==> src/rtl/gpio_port_pkg.sv <==
package gpio_port_pkg;

    typedef enum logic [1:0] {
        SZ_BYTE = 2'd0,
        SZ_HALF = 2'd1,
        SZ_WORD = 2'd2,
        SZ_RSVD = 2'd3
    } acc_size_e;

    typedef enum logic [1:0] {
        RG_SET  = 2'd0,
        RG_CLR  = 2'd1,
        RG_MASK = 2'd2,
        RG_NONE = 2'd3
    } reg_idx_e;

endpackage

==> src/rtl/gpio_lane_decode.sv <==
module gpio_lane_decode
    import gpio_port_pkg::*;
#(
    parameter int DATA_W = 32
) (
    input  logic [1:0]                  size,
    input  logic [$clog2(DATA_W/8)-1:0] offs,
    input  logic [DATA_W-1:0]           wdata,
    output logic [DATA_W-1:0]           lane_en,
    output logic [DATA_W-1:0]           lane_data,
    output logic [$clog2(DATA_W)-1:0]   rd_shift,
    output logic [DATA_W-1:0]           rd_width
);
    localparam int OFF_W = $clog2(DATA_W/8);
    localparam int SH_W  = $clog2(DATA_W);

    logic [DATA_W-1:0] width_m;
    logic [SH_W-1:0]   sh;

    always_comb begin
        width_m = '0;
        sh      = '0;
        unique case (acc_size_e'(size))
            SZ_BYTE: begin
                width_m = {{(DATA_W-8){1'b0}}, 8'hFF};
                sh      = {offs, 3'b000};
            end
            SZ_HALF: begin
                width_m = {{(DATA_W-16){1'b0}}, 16'hFFFF};
                sh      = {offs[OFF_W-1:1], 4'b0000};
            end
            SZ_WORD: begin
                width_m = '1;
                sh      = '0;
            end
            SZ_RSVD: begin
                width_m = '0;
                sh      = '0;
            end
        endcase
    end

    assign lane_en   = width_m << sh;
    assign lane_data = (wdata & width_m) << sh;
    assign rd_shift  = sh;
    assign rd_width  = width_m;

endmodule

==> src/rtl/gpio_out_reg.sv <==
module gpio_out_reg #(
    parameter int NUM_PINS = 32
) (
    input  logic                clk,
    input  logic                rst_n,
    input  logic [NUM_PINS-1:0] set_bits,
    input  logic [NUM_PINS-1:0] clr_bits,
    output logic [NUM_PINS-1:0] value_q
);
    logic [NUM_PINS-1:0] value_d;

    // clear has priority if both ever target one pin
    always_comb begin
        value_d = (value_q | set_bits) & ~clr_bits;
    end

    always_ff @(posedge clk or negedge rst_n) begin
        if (!rst_n) value_q <= '0;
        else        value_q <= value_d;
    end

endmodule

==> src/rtl/gpio_mask_reg.sv <==
module gpio_mask_reg #(
    parameter int NUM_PINS = 32
) (
    input  logic                clk,
    input  logic                rst_n,
    input  logic                wr,
    input  logic [NUM_PINS-1:0] lane_en,
    input  logic [NUM_PINS-1:0] lane_data,
    output logic [NUM_PINS-1:0] mask_q
);
    always_ff @(posedge clk or negedge rst_n) begin
        if (!rst_n)  mask_q <= '0;
        else if (wr) mask_q <= (mask_q & ~lane_en) | (lane_data & lane_en);
    end

endmodule

==> src/rtl/gpio_port.sv <==
module gpio_port
    import gpio_port_pkg::*;
#(
    parameter int DATA_W = 32,
    parameter int ADDR_W = 4
) (
    input  logic              clk,
    input  logic              rst_n,
    input  logic              bus_sel,
    input  logic              bus_we,
    input  logic [ADDR_W-1:0] bus_addr,
    input  logic [1:0]        bus_size,
    input  logic [DATA_W-1:0] bus_wdata,
    output logic [DATA_W-1:0] bus_rdata,
    input  logic [DATA_W-1:0] pin_dir,
    input  logic [DATA_W-1:0] pin_func_gpio,
    output logic [DATA_W-1:0] pin_out,
    output logic [DATA_W-1:0] pin_oe
);
    localparam int OFF_W = $clog2(DATA_W/8);
    localparam int SH_W  = $clog2(DATA_W);

    reg_idx_e          idx;
    logic [DATA_W-1:0] lane_en, lane_data, rd_width;
    logic [SH_W-1:0]   rd_shift;
    logic [DATA_W-1:0] mask_q, out_q, gate, set_bits, clr_bits, rd_src;
    logic              wr_acc, mask_wr;

    assign idx    = reg_idx_e'(bus_addr[OFF_W+1:OFF_W]);
    assign wr_acc = bus_sel && bus_we;

    gpio_lane_decode #(.DATA_W(DATA_W)) u_dec (
        .size      (bus_size),
        .offs      (bus_addr[OFF_W-1:0]),
        .wdata     (bus_wdata),
        .lane_en   (lane_en),
        .lane_data (lane_data),
        .rd_shift  (rd_shift),
        .rd_width  (rd_width)
    );

    assign pin_oe = pin_dir & pin_func_gpio;
    assign gate   = lane_en & lane_data & ~mask_q & pin_oe;

    always_comb begin
        set_bits = '0;
        clr_bits = '0;
        mask_wr  = 1'b0;
        if (wr_acc) begin
            unique case (idx)
                RG_SET:  set_bits = gate;
                RG_CLR:  clr_bits = gate;
                RG_MASK: mask_wr  = 1'b1;
                RG_NONE: ;
            endcase
        end
    end

    gpio_out_reg #(.NUM_PINS(DATA_W)) u_out (
        .clk      (clk),
        .rst_n    (rst_n),
        .set_bits (set_bits),
        .clr_bits (clr_bits),
        .value_q  (out_q)
    );

    gpio_mask_reg #(.NUM_PINS(DATA_W)) u_mask (
        .clk       (clk),
        .rst_n     (rst_n),
        .wr        (mask_wr),
        .lane_en   (lane_en),
        .lane_data (lane_data),
        .mask_q    (mask_q)
    );

    always_comb begin
        unique case (idx)
            RG_SET:  rd_src = out_q;
            RG_MASK: rd_src = mask_q;
            RG_CLR:  rd_src = '0;
            RG_NONE: rd_src = '0;
        endcase
    end

    assign bus_rdata = (bus_sel && !bus_we) ? ((rd_src >> rd_shift) & rd_width) : '0;
    assign pin_out   = out_q;

endmodule

==> config.mk <==
export PLATFORM = sky130hd
export DESIGN_NAME = gpio_port
export DESIGN_NICKNAME = d
export VERILOG_FILES = /design/src/rtl/gpio_port_pkg.sv /design/src/rtl/gpio_lane_decode.sv /design/src/rtl/gpio_out_reg.sv /design/src/rtl/gpio_mask_reg.sv /design/src/rtl/gpio_port.sv
export SDC_FILE = /design/constraint.sdc
export NUM_CORES = 1
export LEC_CHECK = 0
export ABC_AREA = 1
export BUFFER_PORTS_ARGS = -buffer_cell sky130_fd_sc_hd__buf_4
export CAP_MARGIN = 20
export CORE_ASPECT_RATIO = 2
export CORE_MARGIN = 5
export CORE_UTILIZATION = 40
export DETAILED_ROUTE_END_ITERATION = 10
export PLACE_DENSITY = 0.81
export SLEW_MARGIN = 20
export SYNTH_ARGS = -nofsm -noshare
export SYNTH_HDL_FRONTEND = slang
export SYNTH_SLANG_ARGS = --single-unit
==> constraint.sdc <==
create_clock -name clk -period 4.4 [get_ports clk]
set_clock_uncertainty 0.15 [all_clocks]
set_input_delay 1.1 -clock clk [delete_from_list [all_inputs] [get_ports clk]]
set_output_delay 1.1 -clock clk [all_outputs]
set_load 0.02 [all_outputs]
# After elaboration in Yosys (flattened, before gate mapping)

Index checks and enable logic that the tools add are counted.

Register bits: 64

Equality and inequality tests: 6
Shifts and indexed selects: 3
Multiplexer cells: 10
Bitwise operators: 13
Reductions and logical operators: 7

Operators with widths:

| kind                                                            | count |
|---|---|
| 32-bit bitwise AND                                              | 8 |
| 32-bit 2-to-1 mux                                               | 5 |
| 32-bit one-hot mux with 4 select lines                          | 1 |
| 32-bit inverter                                                 | 3 |
| 32-bit one-hot mux with 3 select lines                          | 1 |
| 32-bit OR                                                       | 2 |
| 32-bit by 5-bit << shifter with 32-bit output                   | 2 |
| 32-bit by 5-bit >> shifter with 32-bit output                   | 1 |
| 5-bit one-hot mux with 3 select lines                           | 1 |
| 2-bit == test, second input constant                            | 4 |
| 2-bit by 1-bit == test with 1-bit output, second input constant | 2 |
| 2-bit zero test                                                 | 2 |
| 2-bit OR reduction                                              | 2 |
| 1-bit logical AND                                               | 2 |
| 1-bit 2-to-1 mux                                                | 2 |
| 1-bit zero test                                                 | 1 |

# Logic depth before layout (Yosys ltp)

Gate-level depths: netlist (run 1).

Depth in word-level cells: 11
Mapped depth: 12

# Hierarchy

A second synthesis (run 1) with hierarchy kept.

Cell total of the unflattened synthesis: 1219
Area, all modules: 6971.7 um2

Modules (own cells, without submodules):

| module           | instances | cells an instance | area an instance (um2) | seq. area each (um2) |
|---|---|---|---|---|
| gpio_port        | 1         | 695               | 3189.3                 | 0.0 |
| gpio_mask_reg    | 1         | 167               | 1400.1                 | 800.8 |
| gpio_lane_decode | 1         | 261               | 1341.3                 | 0.0 |
| gpio_out_reg     | 1         | 96                | 1041.0                 | 800.8 |

# Worst setup path after synthesis (run 1)

Ideal clock, no wire load.

Path kind: input port to output port
Start point: input port bus_size[0]
End point: output port bus_rdata[29]
Arrival time: 2.582 ns
Required time: 3.150 ns
Slack: 0.568 ns
Stages: 7
Buffers on the path: 3
Cells stage by stage: inv_1 > ha_1 > buf_2 > buf_2 > nand3_1 > clkbuf_1 > nor3_1

Word-level cells in the longest chain between the ends: 6
Elaborated cells on any way between the ends: 10
Those cells by class: eq/ne (3); shift (1); mux (3); bitwise (1); reduce/logical (2)

RTL lines:

| what                                          | RTL line               | source |
|---|---|---|
| start: declaration                            | gpio_port.sv:12        | `input logic [1:0] bus_size,` |
| 2-bit == test                                 | gpio_lane_decode.sv:23 | `unique case (acc_size_e'(size))` |
| 2-bit OR reduction (no source line)           | n/a                    |  |
| 5-bit one-hot mux with 3 select lines         | gpio_lane_decode.sv:23 |  |
| 32-bit by 5-bit >> shifter with 32-bit output | gpio_port.sv:85        | `assign bus_rdata = (bus_sel && !bus_we) ? ((rd_src >> rd_shift) & rd_width) : '0;` |
| 32-bit bitwise AND *                          | gpio_port.sv:85        |  |
| 32-bit 2-to-1 mux *                           | gpio_port.sv:85        |  |
| end: declaration                              | gpio_port.sv:14        | `output logic [DATA_W-1:0] bus_rdata,` |

Mark *: on every way between the ends. The rest lies on a longest branch, timed or not. The select of a mux whose other input is x is not followed.

# Worst setup path after layout (run 1)

Start point: input port bus_addr[2]
End point: output port bus_rdata[4]

Word-level cells in the longest chain between the ends: 6
Elaborated cells on any way between the ends: 9
Those cells by class: eq/ne (3); shift (1); mux (2); bitwise (1); reduce/logical (2)

RTL lines:

| what                                                                      | RTL line        | source |
|---|---|---|
| start: declaration                                                        | gpio_port.sv:11 | `input logic [ADDR_W-1:0] bus_addr,` |
| 2-bit == test or 2-bit by 1-bit == test with 1-bit output (tied branches) | gpio_port.sv:77 | `unique case (idx)` |
| 2-bit OR reduction (no source line)                                       | n/a             |  |
| 32-bit one-hot mux with 3 select lines *                                  | gpio_port.sv:77 |  |
| 32-bit by 5-bit >> shifter with 32-bit output *                           | gpio_port.sv:85 |  |
| 32-bit bitwise AND *                                                      | gpio_port.sv:85 |  |
| 32-bit 2-to-1 mux *                                                       | gpio_port.sv:85 |  |

Mark *: on every way between the ends. The rest lies on a longest branch, timed or not.

==> results of run 1 <==
==> per-stage QoR <==
stage | hold WS, ns | cell area [sq um] | util [%]
final | 0.3414 | 6738 | 57.24
after CTS | 0.3426 | 6738 | 57.24
after floorplan | 0.3088 | 4821 | -
after detailed placement | 0.3311 | 6407 | 54.43
after global routing | 0.3828 | 6738 | 57.24
after global placement | 0.3239 | 6407 | 54.43
==> final timing paths <==
path / slack [ns] / depth (start not counted) / end / from
max: 0.39 / 9 / bus_rdata[4] / bus_addr[2]
min: 0.34 / 2 / flop / flop
max reg2reg: 3.11 / 4 / u_out.value_q[0] / flop
min reg2reg: 0.34 / 2 / flop / flop
max in group asynchronous: 2.81 / 1 / u_out.value_q[11] / rst_n
min in group asynchronous: 0.70 / 1 / u_out.value_q[1] / rst_n
==> where the power goes <==
group | internal (mW) | switching (mW)
clock network | 0.514 | 0.284
logic | 0.242 | 0.408
registers | 0.692 | 0.0686
==> layout by cell type, fill, tap and decap left out, drive strengths merged, types with 10 or more instances in the layout <==
master	n
a21oi	37
nand3	49
inv	80
dfrtp	64
o211ai	12
nand2	255
buf	215
nor2	109
clkbuf	10
nand4	10
nor3	10
o21ai	78
==> layer usage <==
layer / vias to the layer above / GRT usage (%)
li1: 2877 / -
met1: 2739 / 29.60
met2: 360 / 45.91
met3: 98 / 4.965
met4: 0 / 22.07
met5: - / 0
==> logic make-up after synthesis <==
| logic type | synth area share, % |
|---|---|
| AND/OR/NAND/NOR | 39.48 |
| AO/OA/AOI/OAI | 15.68 |
| buffers and inverters | 10.59 |
| flip-flops | 33.22 |
| adder cells (fa/ha/maj) | 1.038 |
==> layout make-up <==
class / count / area share, %
multi-input cells: 590 / 40.24
repair buffers: 215 / 23.96
flip-flops and latches: 64 / 23.77
inverters: 79 / 4.438
clock buffers: 10 / 3.547
well taps: 145 / 2.693
clock inverters: 6 / 1.356
==> Yosys cell counts <==
library cell	number	area, sq um
o211ai_1	12	90.09
clkbuf_1	8	30.03
nor3_1	9	45.04
dfrtp_1	64	1602
nand2_1	249	934.7
nor2_2	2	12.51
o21ai_1	31	155.2
o21ai_2	2	17.52
a22oi_1	8	60.06
buf_4	8	60.06
nor2_4	6	67.56
a21oi_1	37	185.2
nor3_4	1	16.27
inv_1	75	281.5
ha_1	4	50.05
nand2_2	6	37.54
nor2_1	101	379.1
nand4_1	10	62.56
o21a_1	3	22.52
buf_2	22	110.1
inv_2	3	11.26
inv_4	1	6.260
nor4_1	8	50.05
nand3_1	49	245.2
nand3b_1	7	52.55
o21ai_0	45	225.2
buf_6	1	11.26
==> worst register-to-register path, cell delays in order (launching register included) <==
cell and delay (ns):
dfrtp_1 0.40, nor4_1 0.28, nand3b_1 0.15, nand2_1 0.09, o21ai_0 0.09
==> results.tsv, run 1 <==
stage	metric	value	unit
timing	Final period util	91.22	%
drt	DR DRC count	0	
placement	placed cell count	1093	
setup_path	Worst EP required	3.15	ns
logic_synthesis	Ys Warns	0	
logic_synthesis	#FFs+latches synth	64	
setup_path	Top delay family on crit path	buffers and inverters	
final_layout	Finished Layout Cells	1109	
floorplan	full die area	0.01448	sq mm
logic_synthesis	Cell Area, Synth	0.004821	sq mm
timing	final hold violation count	0	
clocking	deepest clock path buffer count	2	
floorplan	cell row count	56	
drt	Vias	6074	
setup_path	CP Capture Type	output port	
timing	Final WS setup	0.3861	ns
global_routing	vias in the first global route	5757	
timing	Tightest Pin Transition	0.8641	ns
clocking	CTS tree	done	
drt	DRT Pass-1 Iters	6	
drt	initial DRC count	632	
power	VDD IR-drop max	209.1	uV
clocking	CTS resizes	0	
placement	dpl hpwl	15730	microns
power	pwr/cell area	327.7	mW/mm^2
logic_synthesis	Net Count, Synth	882	
clocking	CTS sink cnt	64	
final_layout	area occupied by registers	0.001602	sq mm
global_routing	GRT overflow	0	
final_layout	Nets	1069	
min_path	Hold Path Class	flop to flop	
logic_synthesis	register area share after synthesis	33.22	%
drt	met2 routed wirelength	10150	microns
timing	post-layout min period	4.014	ns
logic_synthesis	synth unique cells	27	
setup_path	crit-path max FO	19	
clocking	# hold bufs at CTS	0	
drt	met1 WL	6669	microns
drt	number of vias per cell	5.477	
setup_path	WP buf/inv	4	
clocking	Clk Latency, worst-skew pair	0.34	ns
drt	Top Metal Used	met4	
drt	Post-DRT Antenna Nets	0	
floorplan	I/O pin total	202	
setup_path	WP data arrival	2.76	ns
clocking	Clock Root Buffer	clkbuf_16	
floorplan	Die Y	165.3	microns
setup_path	Worst path slowest cell	a22oi_1	
clocking	# H-tree levels	3	
final_layout	Layout area overhead	39.76	%
floorplan	Die X	87.63	microns
logic_synthesis	Syn Area/Cell	6.245	sq um
drt	aggregate routed wire length	20090	microns
global_routing	global-route wire length before repair	29990	microns
clocking	Reg clk slew, reported paths	0.05	ns
placement	Post-Place Worst Slack	0.4667	ns
floorplan	initial core utilization	40.95	%
clocking	setup bufs post-CTS	0	
final_layout	Multi-input gate area	0.002711	sq mm
floorplan	area of the core	0.01177	sq mm
global_routing	GRT Util Overall	27.49	%
logic_synthesis	Post-Syn Instances	772	
job	max-cap violations	0	
clocking	TritonCTS Buffers	9	
status	status	completed	
drt	metal3 WL	1545	microns
placement	GPL Wtd Cong	0.9992	
setup_path	cell mode on critical path	nor2_1	
timing	RSZ-0062 raised after global routing	false	
setup_path	crit path cell chain	buf_4 > inv_2 > nand2_2 > inv_1 > a22oi_1 > nor2_1 > nor2_1 > nor2_1 > buf_4	
final_layout	filler cell count	1165	
placement	IO Port Bufs	201	
power	Leak	3.571	nW
timing	setup TNS	0	ns
final_layout	number of diodes	0	
timing	worst relative slew slack	42.39	%
timing	Slew Limit Fails	0	
global_routing	initial antenna violation count	0	
setup_path	startpoint types	primary input	
drt	WL/cell	18.11	microns
final_layout	layout cells sized above 1	26.24	%
timing	maximum clock rate	249.1	MHz
timing	Finish-stage setup viols	0	
setup_path	max incr delay on CP	0.44	ns
power	Final Power	2.208	mW
setup_path	Worst Setup Path Type	primary input to output port	
global_routing	largest net degree at the start of global routing	65	
Power figures use the tool's default switching activity.
==> run 2, diff against run 1 <==
- BUFFER_PORTS_ARGS: -buffer_cell sky130_fd_sc_hd__buf_4 -> -buffer_cell sky130_fd_sc_hd__buf_2
- SKIP_LAST_GASP: default -> 1
==> run 2 against run 1 <==
Net effect: via count is 1.8% lower; cell count is 0.18% higher; worst setup slack better by 0.057 ns; global-route usage is 0.36 points higher; critical endpoint unchanged; die area stayed put.
==> results.tsv, run 2 (same netlist as run 1, synthesis figures left out) <==
stage	metric	value	unit
power	Clock Power Share	35.2	%
clocking	deepest clock path buffer count	2	
floorplan	cell row count	56	
drt	Vias	5964	
min_path	Worst Hold Path Cells	2	
drt	initial DRC count	395	
drt	aggregate routed wire length	19860	microns
placement	GPL Wtd Cong	1.021	
drt	WL/cell	17.88	microns
clocking	setup bufs post-CTS	0	
power	Comb pwr share	28.1	%
power	pwr/cell area	338.7	mW/mm^2
final_layout	number of diodes	0	
final_layout	Nets	1071	
floorplan	initial core utilization	40.95	%
floorplan	area of the core	0.01177	sq mm
final_layout	most frequent cells in the layout	nand2_1 (249), buf_2 (201), nor2_1 (100), inv_1 (75), dfrtp_1 (64)	
global_routing	global-route wire length before repair	30240	microns
final_layout	Layout area overhead	29.12	%
drt	number of vias per cell	5.368	
setup_path	Reg2Reg Setup Slack	3.01	ns
power	VDD IR-drop max	218.0	uV
timing	Finish-stage setup viols	0	
drt	DR DRC count	0	
setup_path	Worst Setup Path Type	primary input to output port	
clocking	Clk Latency, worst-skew pair	0.34	ns
clocking	CTS sink cnt	64	
timing	worst relative slew slack	43.40	%
power	sw frac	36.99	%
timing	final hold violation count	0	
timing	RSZ-0062 raised after global routing	false	
min_path	Hold Path Class	flop to flop	
setup_path	crit-path max FO	19	
timing	post-layout min period	3.956	ns
setup_path	WP data arrival	2.71	ns
global_routing	GRT overflow	0	
power	Leak	3.458	nW
placement	Placement Cell Area	0.005919	sq mm
timing	Final period util	89.92	%
floorplan	Die Y	165.3	microns
final_layout	most common cell after layout, fill and taps aside	nand2_1	
clocking	TritonCTS Buffers	9	
floorplan	full die area	0.01448	sq mm
clocking	CTS tree	done	
job	max-cap violations	0	
global_routing	initial antenna violation count	0	
power	Final Power	2.108	mW
clocking	# hold bufs at CTS	0	
setup_path	CP Capture Type	output port	
final_layout	post-layout instance area	0.006225	sq mm
status	status	completed	
setup_path	reg2reg end	u_out.value_q[0]	
floorplan	Die X	87.63	microns
timing	Tightest Pin Transition	0.8490	ns
clocking	Reg clk slew, reported paths	0.06	ns
clocking	# H-tree levels	3	
drt	Post-DRT Antenna Nets	0	
timing	maximum clock rate	252.8	MHz
global_routing	GRT Util Overall	27.85	%
timing	Slew Limit Fails	0	
setup_path	Reg2Reg Depth	3	
timing	setup TNS	0	ns
setup_path	startpoint types	primary input	
global_routing	vias in the first global route	5915	
power	switching pwr	0.7799	mW
setup_path	Worst EP required	3.15	ns
final_layout	layout cells sized above 1	26.40	%
power	Pint	1.328	mW
power	Sequential Power Share	36.7	%
placement	dpl hpwl	15900	microns
global_routing	largest net degree at the start of global routing	65	
placement	IO Port Bufs	201	
drt	DRT Pass-1 Iters	6	
clocking	CTS resizes	0	
floorplan	I/O pin total	202	
clocking	Clock Root Buffer	clkbuf_16	
[run 2: routing by layer]
metal	vias up	GRT usage, %	part of all wire (%)
met2	323	47.05	49
met3	103	4.916	7.2
met1	2665	28.56	33
met5	-	0	0
li1	2873	-	-
met4	0	24.58	10
[run 2: worst max-delay path by stage]
stage,slack [ns],depth (start not counted),startpoint,to
after floorplan,0.57,7,bus_size[0],bus_rdata[29]
after global routing,0.34,8,bus_addr[3],bus_rdata[4]
final,0.44,8,bus_addr[3],bus_rdata[4]
after detailed placement,0.48,12,bus_addr[2],bus_rdata[7]
after global placement,0.51,12,bus_addr[2],bus_rdata[7]
after CTS,0.47,12,bus_addr[2],bus_rdata[7]
[run 2: layout make-up]
type	instances	area (sq um)
clock buffers	9	225.2
clock inverters	7	80.08
fillers	1221	5547
inverters	79	299.0
multi-input cells	590	2711
flip-flops and latches	64	1602
well taps	145	181.4
repair buffers	217	1126
[run 2: through the flow]
stage / instances / setup slack (ns) / util [%] / hold WS (ns)
2_1_floorplan: 772 / 0.5682 / - / 0.3088
3_3_place_gp: 1095 / 0.5110 / 50.29 / 0.3229
3_5_place_dp: 1095 / 0.4842 / 50.29 / 0.3312
4_1_cts: 1111 / 0.4736 / 52.88 / 0.3497
5_1_grt: 1111 / 0.3431 / 52.88 / 0.3781
6_report: 1111 / 0.4436 / 52.88 / 0.3524
[run 2: power groups by stage]
stage	Combinational, mW	Sequential [mW]	Clock (mW)
6_report	0.592	0.774	0.741
5_1_grt	0.658	0.784	0.763
4_1_cts	0.588	0.771	0.735
3_5_place_dp	0.584	0.781	0
3_3_place_gp	0.577	0.780	0
2_1_floorplan	0.343	0.776	0
[run 2: worst max-delay path, cell delays in order]
cell and delay, ns:
buf_2 0.20, nor2_4 0.43, buf_4 0.27, a21oi_1 0.10
o21ai_0 0.15, nor2_1 0.06, nor2_1 0.18, buf_2 0.20
